`src/rtl/arb_pkg.sv`:
```
package arb_pkg;

    typedef enum logic [1:0] {
        ST_IDLE  = 2'd0,
        ST_OFFER = 2'd1,
        ST_HELD  = 2'd2
    } arb_state_e;

    typedef struct packed {
        arb_state_e state;
    } ctrl_regs_t;

    typedef struct packed {
        logic own;
    } cell_regs_t;

endpackage

```
`src/rtl/arb_req_merge.sv`:
```
module arb_req_merge #(
    parameter int NUM_MASTERS = 4
) (
    input  logic [NUM_MASTERS-1:0] req_i,
    output logic                   any_req_o
);
    // logical model of the shared wired-OR request line
    logic [NUM_MASTERS:0] acc;

    assign acc[0] = 1'b0;

    for (genvar i = 0; i < NUM_MASTERS; i++) begin : g_or
        assign acc[i+1] = acc[i] | req_i[i];
    end

    assign any_req_o = acc[NUM_MASTERS];
endmodule

```
`src/rtl/arb_ctrl.sv`:
```
module arb_ctrl
    import arb_pkg::*;
(
    input  logic clk,
    input  logic rst_n,
    input  logic any_req_i,
    input  logic release_i,
    output logic grant_o,
    output logic offer_o,
    output logic held_o
);
    ctrl_regs_t r_q, r_d;

    always_comb begin
        r_d = r_q;
        unique case (r_q.state)
            ST_IDLE: begin
                if (any_req_i) r_d.state = ST_OFFER;
            end
            ST_OFFER: begin
                // a requester always captures while offered; otherwise withdraw
                if (any_req_i) r_d.state = ST_HELD;
                else           r_d.state = ST_IDLE;
            end
            ST_HELD: begin
                if (release_i) r_d.state = ST_IDLE;
            end
            default: r_d.state = ST_IDLE;
        endcase
    end

    always_ff @(posedge clk or negedge rst_n) begin
        if (!rst_n) r_q <= '{state: ST_IDLE};
        else        r_q <= r_d;
    end

    assign offer_o = (r_q.state == ST_OFFER);
    assign held_o  = (r_q.state == ST_HELD);
    assign grant_o = offer_o | held_o;
endmodule

```
`src/rtl/arb_chain_cell.sv`:
```
module arb_chain_cell
    import arb_pkg::*;
(
    input  logic clk,
    input  logic rst_n,
    input  logic grant_in_i,
    input  logic req_i,
    input  logic offer_i,
    input  logic held_i,
    input  logic release_i,
    output logic grant_out_o,
    output logic own_o
);
    cell_regs_t r_q, r_d;

    always_comb begin
        r_d = r_q;
        if (r_q.own) begin
            if (held_i && release_i) r_d.own = 1'b0;
        end else if (grant_in_i && req_i && offer_i) begin
            r_d.own = 1'b1;
        end
    end

    always_ff @(posedge clk or negedge rst_n) begin
        if (!rst_n) r_q <= '{own: 1'b0};
        else        r_q <= r_d;
    end

    // a requesting or owning master absorbs the grant
    assign grant_out_o = grant_in_i & ~req_i & ~r_q.own;
    assign own_o       = r_q.own;
endmodule

```
`src/rtl/chain_bus_arbiter.sv`:
```
module chain_bus_arbiter #(
    parameter int NUM_MASTERS = 4
) (
    input  logic                   clk,
    input  logic                   rst_n,
    input  logic [NUM_MASTERS-1:0] req_i,
    input  logic                   release_i,
    output logic                   grant_o,
    output logic [NUM_MASTERS-1:0] grant_tap_o,
    output logic                   grant_end_o,
    output logic [NUM_MASTERS-1:0] own_o,
    output logic                   busy_o
);
    logic                   any_req;
    logic                   offer;
    logic                   held;
    logic                   grant_root;
    logic [NUM_MASTERS-1:0] chain_in;
    logic [NUM_MASTERS-1:0] chain_out;

    arb_req_merge #(.NUM_MASTERS(NUM_MASTERS)) i_merge (
        .req_i     (req_i),
        .any_req_o (any_req)
    );

    arb_ctrl i_ctrl (
        .clk       (clk),
        .rst_n     (rst_n),
        .any_req_i (any_req),
        .release_i (release_i),
        .grant_o   (grant_root),
        .offer_o   (offer),
        .held_o    (held)
    );

    for (genvar i = 0; i < NUM_MASTERS; i++) begin : g_cell
        if (i == 0) begin : g_head
            assign chain_in[i] = grant_root;
        end else begin : g_link
            assign chain_in[i] = chain_out[i-1];
        end

        arb_chain_cell i_cell (
            .clk         (clk),
            .rst_n       (rst_n),
            .grant_in_i  (chain_in[i]),
            .req_i       (req_i[i]),
            .offer_i     (offer),
            .held_i      (held),
            .release_i   (release_i),
            .grant_out_o (chain_out[i]),
            .own_o       (own_o[i])
        );
    end

    assign grant_o     = grant_root;
    assign grant_tap_o = chain_in;
    assign grant_end_o = chain_out[NUM_MASTERS-1];
    assign busy_o      = held;
endmodule

```
`config.mk`:
```
export PLATFORM = sky130hd
export DESIGN_NAME = chain_bus_arbiter
export DESIGN_NICKNAME = d
export VERILOG_FILES = /design/src/rtl/arb_pkg.sv /design/src/rtl/arb_req_merge.sv /design/src/rtl/arb_ctrl.sv /design/src/rtl/arb_chain_cell.sv /design/src/rtl/chain_bus_arbiter.sv
export SDC_FILE = /design/constraint.sdc
export NUM_CORES = 1
export LEC_CHECK = 0
export BUFFER_PORTS_ARGS = -buffer_cell sky130_fd_sc_hd__buf_4
export CAP_MARGIN = 20
export CORE_AREA = 2 2 39 41
export DETAILED_ROUTE_END_ITERATION = 10
export DIE_AREA = 0 0 41 43
export MAX_ROUTING_LAYER = met4
export PLACE_DENSITY = 0.53
export SETUP_SLACK_MARGIN = 0.02
export SYNTH_ARGS = -nofsm -noshare
export SYNTH_HDL_FRONTEND = slang
export SYNTH_SLANG_ARGS = --single-unit
```
`constraint.sdc`:
```
create_clock -name clk -period 2.1 [get_ports clk]
set_clock_uncertainty 0.2 [all_clocks]
set_input_delay 0.105 -clock clk [delete_from_list [all_inputs] [get_ports clk]]
set_output_delay 0.105 -clock clk [all_outputs]
set_load 0.01 [all_outputs]
```
==> metrics, run 1 <==
RePlAce Congestion=0.7501; overall track demand over capacity in global routing=11.55%; Cell variety after synth=17; most frequent standard cell in the layout excluding fill and tap cells=sky130_fd_sc_hd__buf_4; type of element launching the critical path=register; outcome=complete, no violations; RSZ-0062 raised after global routing=false; number of remaining DRC errors=0; clock root buffer master=sky130_fd_sc_hd__clkbuf_4; CP Max Fanout=4; fraction of synthesized area in multiplexers=2.402%; post-detail-place hpwl=643.9 µm; complex-gate fraction of the synthesized area=9.910%; total CTS buffers=3; via count of the first global-routing pass=333; Post-Layout Inst Area=601.8 µm²; GRT overflow=0; most frequent cells in the layout=sky130_fd_sc_hd__buf_4 (18), sky130_fd_sc_hd__nand2_1 (8), sky130_fd_sc_hd__dfrtp_1 (6); final standard cell utilization of the core=43.49%; Avg Cell Area, Syn=8.865 µm²; input/output buffers=17; GRT met2 Usage=17.19%; global-route met1 utilization=11.33%; Die Height=43 µm; Detail Route Antenna Nets=0; total via count after detailed routing=355; Reg2Reg Depth=5; Final Max Tran Viols=0; clock-pin transition on the worst setup and hold timing paths=0.05 ns; critical path type=reg -> out; number of levels in the clock H-tree=1; setup violators final=0; site row count=14; leakage power summed over all cells=0.3077 nW; Yosys warning count=0; post-synthesis simple-gate area fraction=23.72%; CTS max path bufs=2; Post-Syn Nets=57; highest clock rate=520.6 MHz; P&R area growth vs syn=44.44%; fraction of synthesized cell area in xor and xnor cells=0%; Die X-Extent=41 µm; launch instance of the worst register-to-register path=i_ctrl.r_q[0]$_DFFE_PN0P_; ratio of cells with drive above 1 in the final layout=40.00%; Slew @ Worst Pin=0.2263 ns; post-detailed-placement cell area=504.2 µm²; met3 Resource Use GR=8.377%; clock tree from TritonCTS=built; First DRT Iteration DRCs=0; DR pass1 iterations=1; largest family of logic cells by synthesized area=simple AND/OR/NAND/NOR gates; register-to-register setup slack=0.47 ns; Seq/Total Area, Yosys=36.04%; net count reported at finish=77; Worst slew margin=84.78%; sinks on the clock net=6; number of antenna violations at the first check in global routing=0; data arrival time of the critical path=1.62 ns; Peak supply drop=419.0 µV; Critical Path RT=1.79 ns; insertion delay to the later sink of the worst-skew pair=0.24 ns; sort of element at the end of the critical path=output port; Hold Path Class=in -> async; antenna fix cells=0; timing startpoint of the critical path=i_ctrl.r_q[0]$_DFFE_PN0P_; per-cell routed wire length=9.840 µm; maxcap violations=0; portion of the clock cycle consumed by the worst path in the final layout=91.47%; effective utilization at floorplan=30.11%; number of placed I/O pins=18; final WL=797 µm; largest net degree at the start of global routing=7; area of the core=1384 µm²; synthesized area=416.7 µm²; flop and latch count out of synthesis=6; final hold violation count=0; accumulated negative setup slack=0 ns; endpoint of the lowest-slack register-to-register path=g_cell[3].i_cell.own_o$_DFF_PN0_; final critical path time including I/O delays and setup=1.921 ns; Die ar.=1763 µm²; peak-usage layer in the global routing report=met2; average vias per placed instance=4.383; cell area power density=1258 nW/µm²; Synth Area in Adders=9.009%; global-route wire length before repair=1262 µm; count of mapped cells out of synthesis=47
==> registers in the layout (all words and copies together), names as in the netlist <==
signal               flops
g_cell.i_cell.own_o      4
i_ctrl.r_q               2
==> routing by layer <==
metal,vias up,wire [µm]
met3,2,53
li1,184,-
met4,0,5
met5,-,0
met1,159,343
met2,10,394
==> final cells by class <==
class | instances | area [µm²]
Multi-Input combinational cell | 28 | 205.2
Inverter | 5 | 18.77
Tap cell | 16 | 20.02
Fill cell | 141 | 782.0
Timing Repair Buffer | 23 | 185.2
Sequential cell | 6 | 150.1
Clock buffer | 3 | 22.52
==> through the flow <==
step	worst slack, ns	instances	power (mW)	hold slack [ns]
2_1_floorplan	0.3854	47	0.5208	-0.3906
3_3_place_gp	0.3430	72	0.6154	-0.2816
3_5_place_dp	0.3169	72	0.6215	-0.2819
4_1_cts	0.04327	80	0.7355	0.006238
5_1_grt	0.04287	81	0.8365	0.01869
6_report	0.1792	81	0.7569	0.01503
==> what timing repair did <==
item	in CTS	in global routing
endpoints found under the setup margin	0	1
endpoints found under the hold margin	10	0
hold buffers	5	0
gates resized for setup	0	2
setup buffers	0	1
==> synthesized netlist by cell type <==
| master | n | area share, % |
|---|---|---|
| sky130_fd_sc_hd__o31ai_2 | 1 | 3.0 |
| sky130_fd_sc_hd__mux2i_1 | 1 | 2.4 |
| sky130_fd_sc_hd__nand3_1 | 1 | 1.2 |
| sky130_fd_sc_hd__nand4_1 | 1 | 1.5 |
| sky130_fd_sc_hd__o21ai_0 | 4 | 4.8 |
| sky130_fd_sc_hd__inv_1 | 5 | 4.5 |
| sky130_fd_sc_hd__nand3_2 | 1 | 2.4 |
| sky130_fd_sc_hd__ha_1 | 3 | 9.0 |
| sky130_fd_sc_hd__nor4_1 | 1 | 1.5 |
| sky130_fd_sc_hd__nor3_1 | 1 | 1.2 |
| sky130_fd_sc_hd__nor2b_1 | 1 | 1.5 |
| sky130_fd_sc_hd__nand2_1 | 8 | 7.2 |
| sky130_fd_sc_hd__dfrtp_1 | 6 | 36 |
| sky130_fd_sc_hd__buf_4 | 8 | 14 |
| sky130_fd_sc_hd__nor3b_4 | 1 | 4.5 |
| sky130_fd_sc_hd__o22a_1 | 1 | 2.1 |
| sky130_fd_sc_hd__nor2_1 | 3 | 2.7 |
==> report_power, final <==
part / total [mW] / switching (mW) / internal, mW
Combinational: 0.436 / 0.200 / 0.237
Clock: 0.101 / 0.0370 / 0.0643
Sequential: 0.219 / 0.0518 / 0.167
Total: 0.757 / 0.288 / 0.469
==> how the worst max path moves through the flow <==
stage / endpoint
after floorplan: grant_end_o
after global placement: grant_end_o
after detailed placement: grant_end_o
after CTS: grant_end_o
after global routing: grant_end_o
final: grant_end_o
==> kinds of logic (layout without fill, tap and decap cells) <==
logic type | count (synthesis) | count (layout)
AND/OR/NAND/NOR | 18 | 18
adder cells (fa/ha/maj) | 3 | 3
multiplexers | 1 | 1
AO/OA/AOI/OAI | 6 | 6
buffers and inverters | 13 | 31
flip-flops | 6 | 6
==> critical path, cell delays in order (launching register included) <==
cell                      delay (ns)
sky130_fd_sc_hd__dfrtp_1        0.36
sky130_fd_sc_hd__inv_1          0.09
sky130_fd_sc_hd__ha_4           0.28
sky130_fd_sc_hd__nor3b_4        0.25
sky130_fd_sc_hd__nand3_2        0.14
sky130_fd_sc_hd__nor3_2         0.13
sky130_fd_sc_hd__buf_4          0.14
(Power assumes the default switching activity.)
==> run 2: changes to the inputs <==
--- a/config.mk
+++ b/config.mk
@@ -11,8 +11,9 @@
 export DETAILED_ROUTE_END_ITERATION = 10
 export DIE_AREA = 0 0 41 43
 export MAX_ROUTING_LAYER = met4
-export PLACE_DENSITY = 0.53
+export PLACE_DENSITY = 0.49
 export SETUP_SLACK_MARGIN = 0.02
 export SYNTH_ARGS = -nofsm -noshare
 export SYNTH_HDL_FRONTEND = slang
+export SYNTH_HIERARCHICAL = 1
 export SYNTH_SLANG_ARGS = --single-unit
==> metrics, run 2 <==
outcome=finished, violations left; violated checks=setup timing; number of antenna violations at the first check in global routing=0; endpoint of the lowest-slack register-to-register path=g_cell[1].i_cell/own_o$_DFF_PN0_; clock tree from TritonCTS=built; P_int=659.0 µW; timing startpoint of the critical path=i_ctrl/r_q[0]$_DFFE_PN0P_; part of the total power dissipated in sequential elements=22.2%; flop and latch count out of synthesis=6; setup violators final=2; insertion delay to the later sink of the worst-skew pair=0.25 ns; via count of the first global-routing pass=454; sinks on the clock net=6; Hold Path Class=reg -> reg; Reg2Reg Depth=7; final standard cell utilization of the core=59.04%; Cell variety after synth=13; termination of the worst setup path=grant_end_o; number of enable flip-flop cells after synthesis=0; area of the core=1384 µm²; number of remaining DRC errors=0; most frequent cells in the layout=sky130_fd_sc_hd__buf_4 (26), sky130_fd_sc_hd__dlygate4sd3_1 (10), sky130_fd_sc_hd__dfrtp_1 (6); most frequent standard cell in the layout excluding fill and tap cells=sky130_fd_sc_hd__buf_4; Seq/Total Area, Yosys=39.74%; final critical path time including I/O delays and setup=2.182 ns; Final Max Tran Viols=0; leakage power summed over all cells=0.3925 nW; CTS max path bufs=2; GRT overflow=0; register-to-register setup slack=0.01 ns; total via count after detailed routing=439; largest net degree at the start of global routing=7; slowest cell on the critical path=sky130_fd_sc_hd__dfrtp_1; CP Max Fanout=2; max incr delay on CP=0.37 ns; synthesized area=377.9 µm²; final hold violation count=0; Switching Fraction=36.56%; number of levels in the clock H-tree=1; clock root buffer master=sky130_fd_sc_hd__clkbuf_4; worst setup slack after layout=-0.08214 ns; average vias per placed instance=4.772; input/output buffers=17; number of flip-flops under the largest register name=4; portion of the clock cycle consumed by the worst path in the final layout=103.9%; highest clock rate=458.3 MHz; net count reported at finish=89; Avg Cell Area, Syn=10.80 µm²; accumulated negative setup slack=-0.1440 ns; total CTS buffers=3; Power, Total=1.039 mW; worst hold-check slack=0.3497 ns; switching component of the power=379.8 µW; Slew @ Worst Pin=0.2106 ns; Yosys warning count=6; number of placed I/O pins=18; top-count cell post-synth=sky130_fd_sc_hd__dfrtp_1; effective utilization at floorplan=27.31%; ratio of cells with drive above 1 in the final layout=57.89%; data arrival time of the critical path=1.88 ns; Post-Syn Nets=46; overall track demand over capacity in global routing=18.49%; Die X-Extent=41 µm; Gate power share=67.3%; clock-pin transition on the worst setup and hold timing paths=0.05 ns; maxcap violations=0; Critical Path RT=1.79 ns; count of mapped cells out of synthesis=35; per-cell routed wire length=14.35 µm; Detail Route Antenna Nets=0; launch instance of the worst register-to-register path=i_ctrl/r_q[0]$_DFFE_PN0P_; antenna fix cells=0; global-route wire length before repair=2021 µm; RePlAce Congestion=0.6878; sort of element at the end of the critical path=output port; site row count=14; Synth async-reset ratio=100.0%; critical path type=reg -> out; Peak supply drop=790.4 µV; cell area power density=1271 nW/µm²; Top FF cell, synth=sky130_fd_sc_hd__dfrtp_1; portion of synthesized cell area occupied by the leading cell type=39.74%; RSZ-0062 raised after global routing=true; biggest area consumer among synthesized cells=sky130_fd_sc_hd__dfrtp_1; First DRT Iteration DRCs=5; Worst slew margin=85.96%; CP Cell Sequence=inv_2, ha_4, nor3b_4, nor3b_4, nor3b_4, nor3b_4, buf_6; DR pass1 iterations=4; Die ar.=1763 µm²; P&R area growth vs syn=116.2%; type of element launching the critical path=register; Placement Setup Slack=0.05662 ns; final WL=1320 µm; post-detail-place hpwl=784.4 µm; biggest area contributors in the synthesized netlist=sky130_fd_sc_hd__dfrtp_1 (40%), sky130_fd_sc_hd__ha_1 (13%), sky130_fd_sc_hd__a21bo_1 (11%); Die Height=43 µm; Clock Power Share=10.5%; cell mode on critical path=sky130_fd_sc_hd__nor3b_4
==> run 2: stage by stage <==
| step | cells | instance area, µm² |
|---|---|---|
| 2_1_floorplan | 35 | 435.4 |
| 3_3_place_gp | 68 | 583.1 |
| 3_5_place_dp | 68 | 583.1 |
| 4_1_cts | 89 | 769.5 |
| 5_1_grt | 92 | 817.0 |
| 6_report | 92 | 817.0 |
==> run 2: routing by layer <==
| layer | wire length [µm] | vias up | track usage (%) |
|---|---|---|---|
| met1 | 496 | 210 | 17.59 |
| li1 | - | 212 | - |
| met3 | 59 | 2 | 4.712 |
| met5 | 0 | - | - |
| met2 | 757 | 15 | 32.50 |
| met4 | 6 | 0 | 8.000 |
==> run 2: power groups by stage <==
stage                     combinational (mW)  sequential [mW]  clock, mW
final                                  0.699            0.231      0.109
after global placement                 0.494            0.232          0
after floorplan                        0.314            0.242          0
after detailed placement               0.503            0.236          0
after CTS                              0.635            0.232      0.114
after global routing                   0.760            0.240      0.120
==> run 2: area by class of cell <==
type | count | area [µm²]
fill | 121 | 566.8
timing repair buffer | 39 | 329.1
multi-input combinational | 25 | 284.0
sequential | 6 | 150.1
clock buffer | 3 | 22.52
tap | 16 | 20.02
inverter | 3 | 11.26
==> run 2: worst max-delay path, delay by kind of cell, from the launching register on <==
kind                       cells  cell delay [ns]
adders and majority gates      1             0.26
buffers and inverters          2             0.18
DFF                            1             0.37
and+or+nand+nor                4             0.82
==> run 2: worst min-delay path by stage <==
stage,from,to,slack (ns),cells past startpoint
6_report,g_cell[3].i_cell/own_o$_DFF_PN0_,g_cell[3].i_cell/own_o$_DFF_PN0_,0.35,1
2_1_floorplan,rst_n,g_cell[0].i_cell/own_o$_DFF_PN0_,-0.39,0
3_3_place_gp,rst_n,g_cell[1].i_cell/own_o$_DFF_PN0_,-0.28,1
3_5_place_dp,rst_n,g_cell[3].i_cell/own_o$_DFF_PN0_,-0.28,1
5_1_grt,g_cell[3].i_cell/own_o$_DFF_PN0_,g_cell[3].i_cell/own_o$_DFF_PN0_,0.38,1
4_1_cts,i_ctrl/r_q[1]$_DFFE_PN0P_,i_ctrl/r_q[1]$_DFFE_PN0P_,0.35,1
==> run 2: what timing repair did <==
action | 4_1_cts | 5_1_grt
pin swaps | 1 | 2
hold endpoints to repair | 10 | 0
setup endpoints to repair | 2 | 5
resized for setup | 1 | 6
hold buffers | 10 | 0
buffers inserted | 8 | 3
==> run 2: logic make-up after synthesis <==
logic type / count (synthesis) / synth area share, %
compound gates: 10 / 21.19
fa+ha+maj: 4 / 13.25
buf+inv: 4 / 4.967
flops: 6 / 39.73
mux: 1 / 3.972
simple gates: 10 / 16.89
==> run 3: changes to the inputs <==
--- a/config.mk
+++ b/config.mk
@@ -12,6 +12,7 @@
 export DIE_AREA = 0 0 41 43
 export MAX_ROUTING_LAYER = met4
 export PLACE_DENSITY = 0.49
+export RECOVER_POWER = 100
 export SETUP_SLACK_MARGIN = 0.02
 export SYNTH_ARGS = -nofsm -noshare
 export SYNTH_HDL_FRONTEND = slang
==> metrics, run 3 (synthesis results as in run 2) <==
number of flip-flops under the largest register name=4; cell area power density=1276 nW/µm²; CTS max path bufs=2; most frequent cells in the layout=sky130_fd_sc_hd__buf_4 (25), sky130_fd_sc_hd__dlygate4sd3_1 (10), sky130_fd_sc_hd__dfrtp_1 (6); clock-pin transition on the worst setup and hold timing paths=0.05 ns; type of element launching the critical path=register; GRT overflow=0; input/output buffers=17; clock tree from TritonCTS=built; hold path cells=1; clock root buffer master=sky130_fd_sc_hd__clkbuf_4; global-route wire length before repair=2021 µm; Slew @ Worst Pin=0.2307 ns; Reg2Reg Depth=7; setup violators final=2; overall track demand over capacity in global routing=18.49%; First DRT Iteration DRCs=5; Detail Route Antenna Nets=0; final critical path time including I/O delays and setup=2.181 ns; Final Max Tran Viols=0; Hold Path Class=reg -> reg; Worst slew margin=84.62%; violated checks=setup timing; final hold violation count=0; sinks on the clock net=6; insertion delay to the later sink of the worst-skew pair=0.25 ns; highest clock rate=458.6 MHz; number of antenna violations at the first check in global routing=0; CP Max Fanout=2; DR pass1 iterations=4; average vias per placed instance=4.772; number of placed I/O pins=18; antenna fix cells=0; site row count=14; ratio of cells with drive above 1 in the final layout=56.58%; number of remaining DRC errors=0; effective utilization at floorplan=27.31%; total CTS buffers=3; leakage power summed over all cells=0.3889 nW; post-detail-place hpwl=784.4 µm; area of the core=1384 µm²; combined area of the multi-input logic cells=284.0 µm²; portion of the clock cycle consumed by the worst path in the final layout=103.8%; net count reported at finish=89; outcome=finished, violations left; most frequent standard cell in the layout excluding fill and tap cells=sky130_fd_sc_hd__buf_4; maxcap violations=0; accumulated negative setup slack=-0.1411 ns; worst setup slack after layout=-0.08057 ns; Fillers=123; total via count after detailed routing=439; critical path type=reg -> out; Die ar.=1763 µm²; number of levels in the clock H-tree=1; largest net degree at the start of global routing=7; per-cell routed wire length=14.29 µm; Die Height=43 µm; RePlAce Congestion=0.6878; data arrival time of the critical path=1.88 ns; Critical Path RT=1.79 ns; sort of element at the end of the critical path=output port; via count of the first global-routing pass=454; Power, Total=1.038 mW; sequential standard cell area=150.1 µm²; Peak supply drop=790.3 µV; RSZ-0062 raised after global routing=true; final WL=1315 µm; Die X-Extent=41 µm; P&R area growth vs syn=115.2%
## run 3: cell type report
class	count	share of cell area (%)
repair buffers	39	40.00
inverters	3	1.385
flip-flops and latches	6	18.46
multi-input cells	25	34.92
well taps	16	2.462
clock buffers	3	2.769
## run 3: stage by stage
stage          utilization, %  area [µm²]  worst slack, ns  instances  hold slack [ns]
5_1_grt                 58.77       813.3          -0.2032         92           0.3842
3_3_place_gp            42.13       583.1          0.08590         68          -0.2800
4_1_cts                 55.61       769.5          -0.1040         89           0.3461
3_5_place_dp            42.13       583.1          0.05662         68          -0.2782
6_report                58.77       813.3         -0.08057         92           0.3494
2_1_floorplan               -       435.4        -0.007400         35          -0.3906
## run 3: path summary, 6_finish.rpt
| check | start | end | slack [ns] |
|---|---|---|---|
| worst max-delay path | i_ctrl/r_q[0]$_DFFE_PN0P_ | grant_end_o | -0.08 |
| worst min-delay path | g_cell[3].i_cell/own_o$_DFF_PN0_ | g_cell[3].i_cell/own_o$_DFF_PN0_ | 0.35 |
| worst max register to register | i_ctrl/r_q[0]$_DFFE_PN0P_ | g_cell[1].i_cell/own_o$_DFF_PN0_ | 0.01 |
| worst min register to register | g_cell[3].i_cell/own_o$_DFF_PN0_ | g_cell[3].i_cell/own_o$_DFF_PN0_ | 0.35 |
| max in group asynchronous | rst_n | i_ctrl/r_q[1]$_DFFE_PN0P_ | 0.25 |
| min in group asynchronous | rst_n | g_cell[2].i_cell/own_o$_DFF_PN0_ | 0.60 |
## run 3: per-layer routing
layer  vias up  share of wire, %  track usage (%)
li1        212                 -                -
met1       210                38            17.59
met2        15                57            32.50
met3         2               4.5            4.712
met4         0              0.46            8.000
met5         -                 0                -
## run 3: repair_timing
action	CTS	global route
endpoints found under the setup margin	2	5
gates resized for setup	1	6
pin swaps	1	2
hold buffers	10	0
hold endpoints to repair	10	0
setup buffers	8	3
## run 3: critical path, cell delays in order (launching register included)
cell and delay, ns:
sky130_fd_sc_hd__dfrtp_1 0.37, sky130_fd_sc_hd__inv_2 0.06, sky130_fd_sc_hd__ha_4 0.26, sky130_fd_sc_hd__nor3b_4 0.18, sky130_fd_sc_hd__nor3b_4 0.21, sky130_fd_sc_hd__nor3b_4 0.22, sky130_fd_sc_hd__nor3b_4 0.21, sky130_fd_sc_hd__buf_6 0.12
## run 3: report_power, final
group / leakage [nW] / internal, mW / switching [mW] / total (mW)
Combinational: 0.297 / 0.425 / 0.273 / 0.698
Sequential: 0.0778 / 0.168 / 0.0626 / 0.231
Clock: 0.0138 / 0.0648 / 0.0440 / 0.109
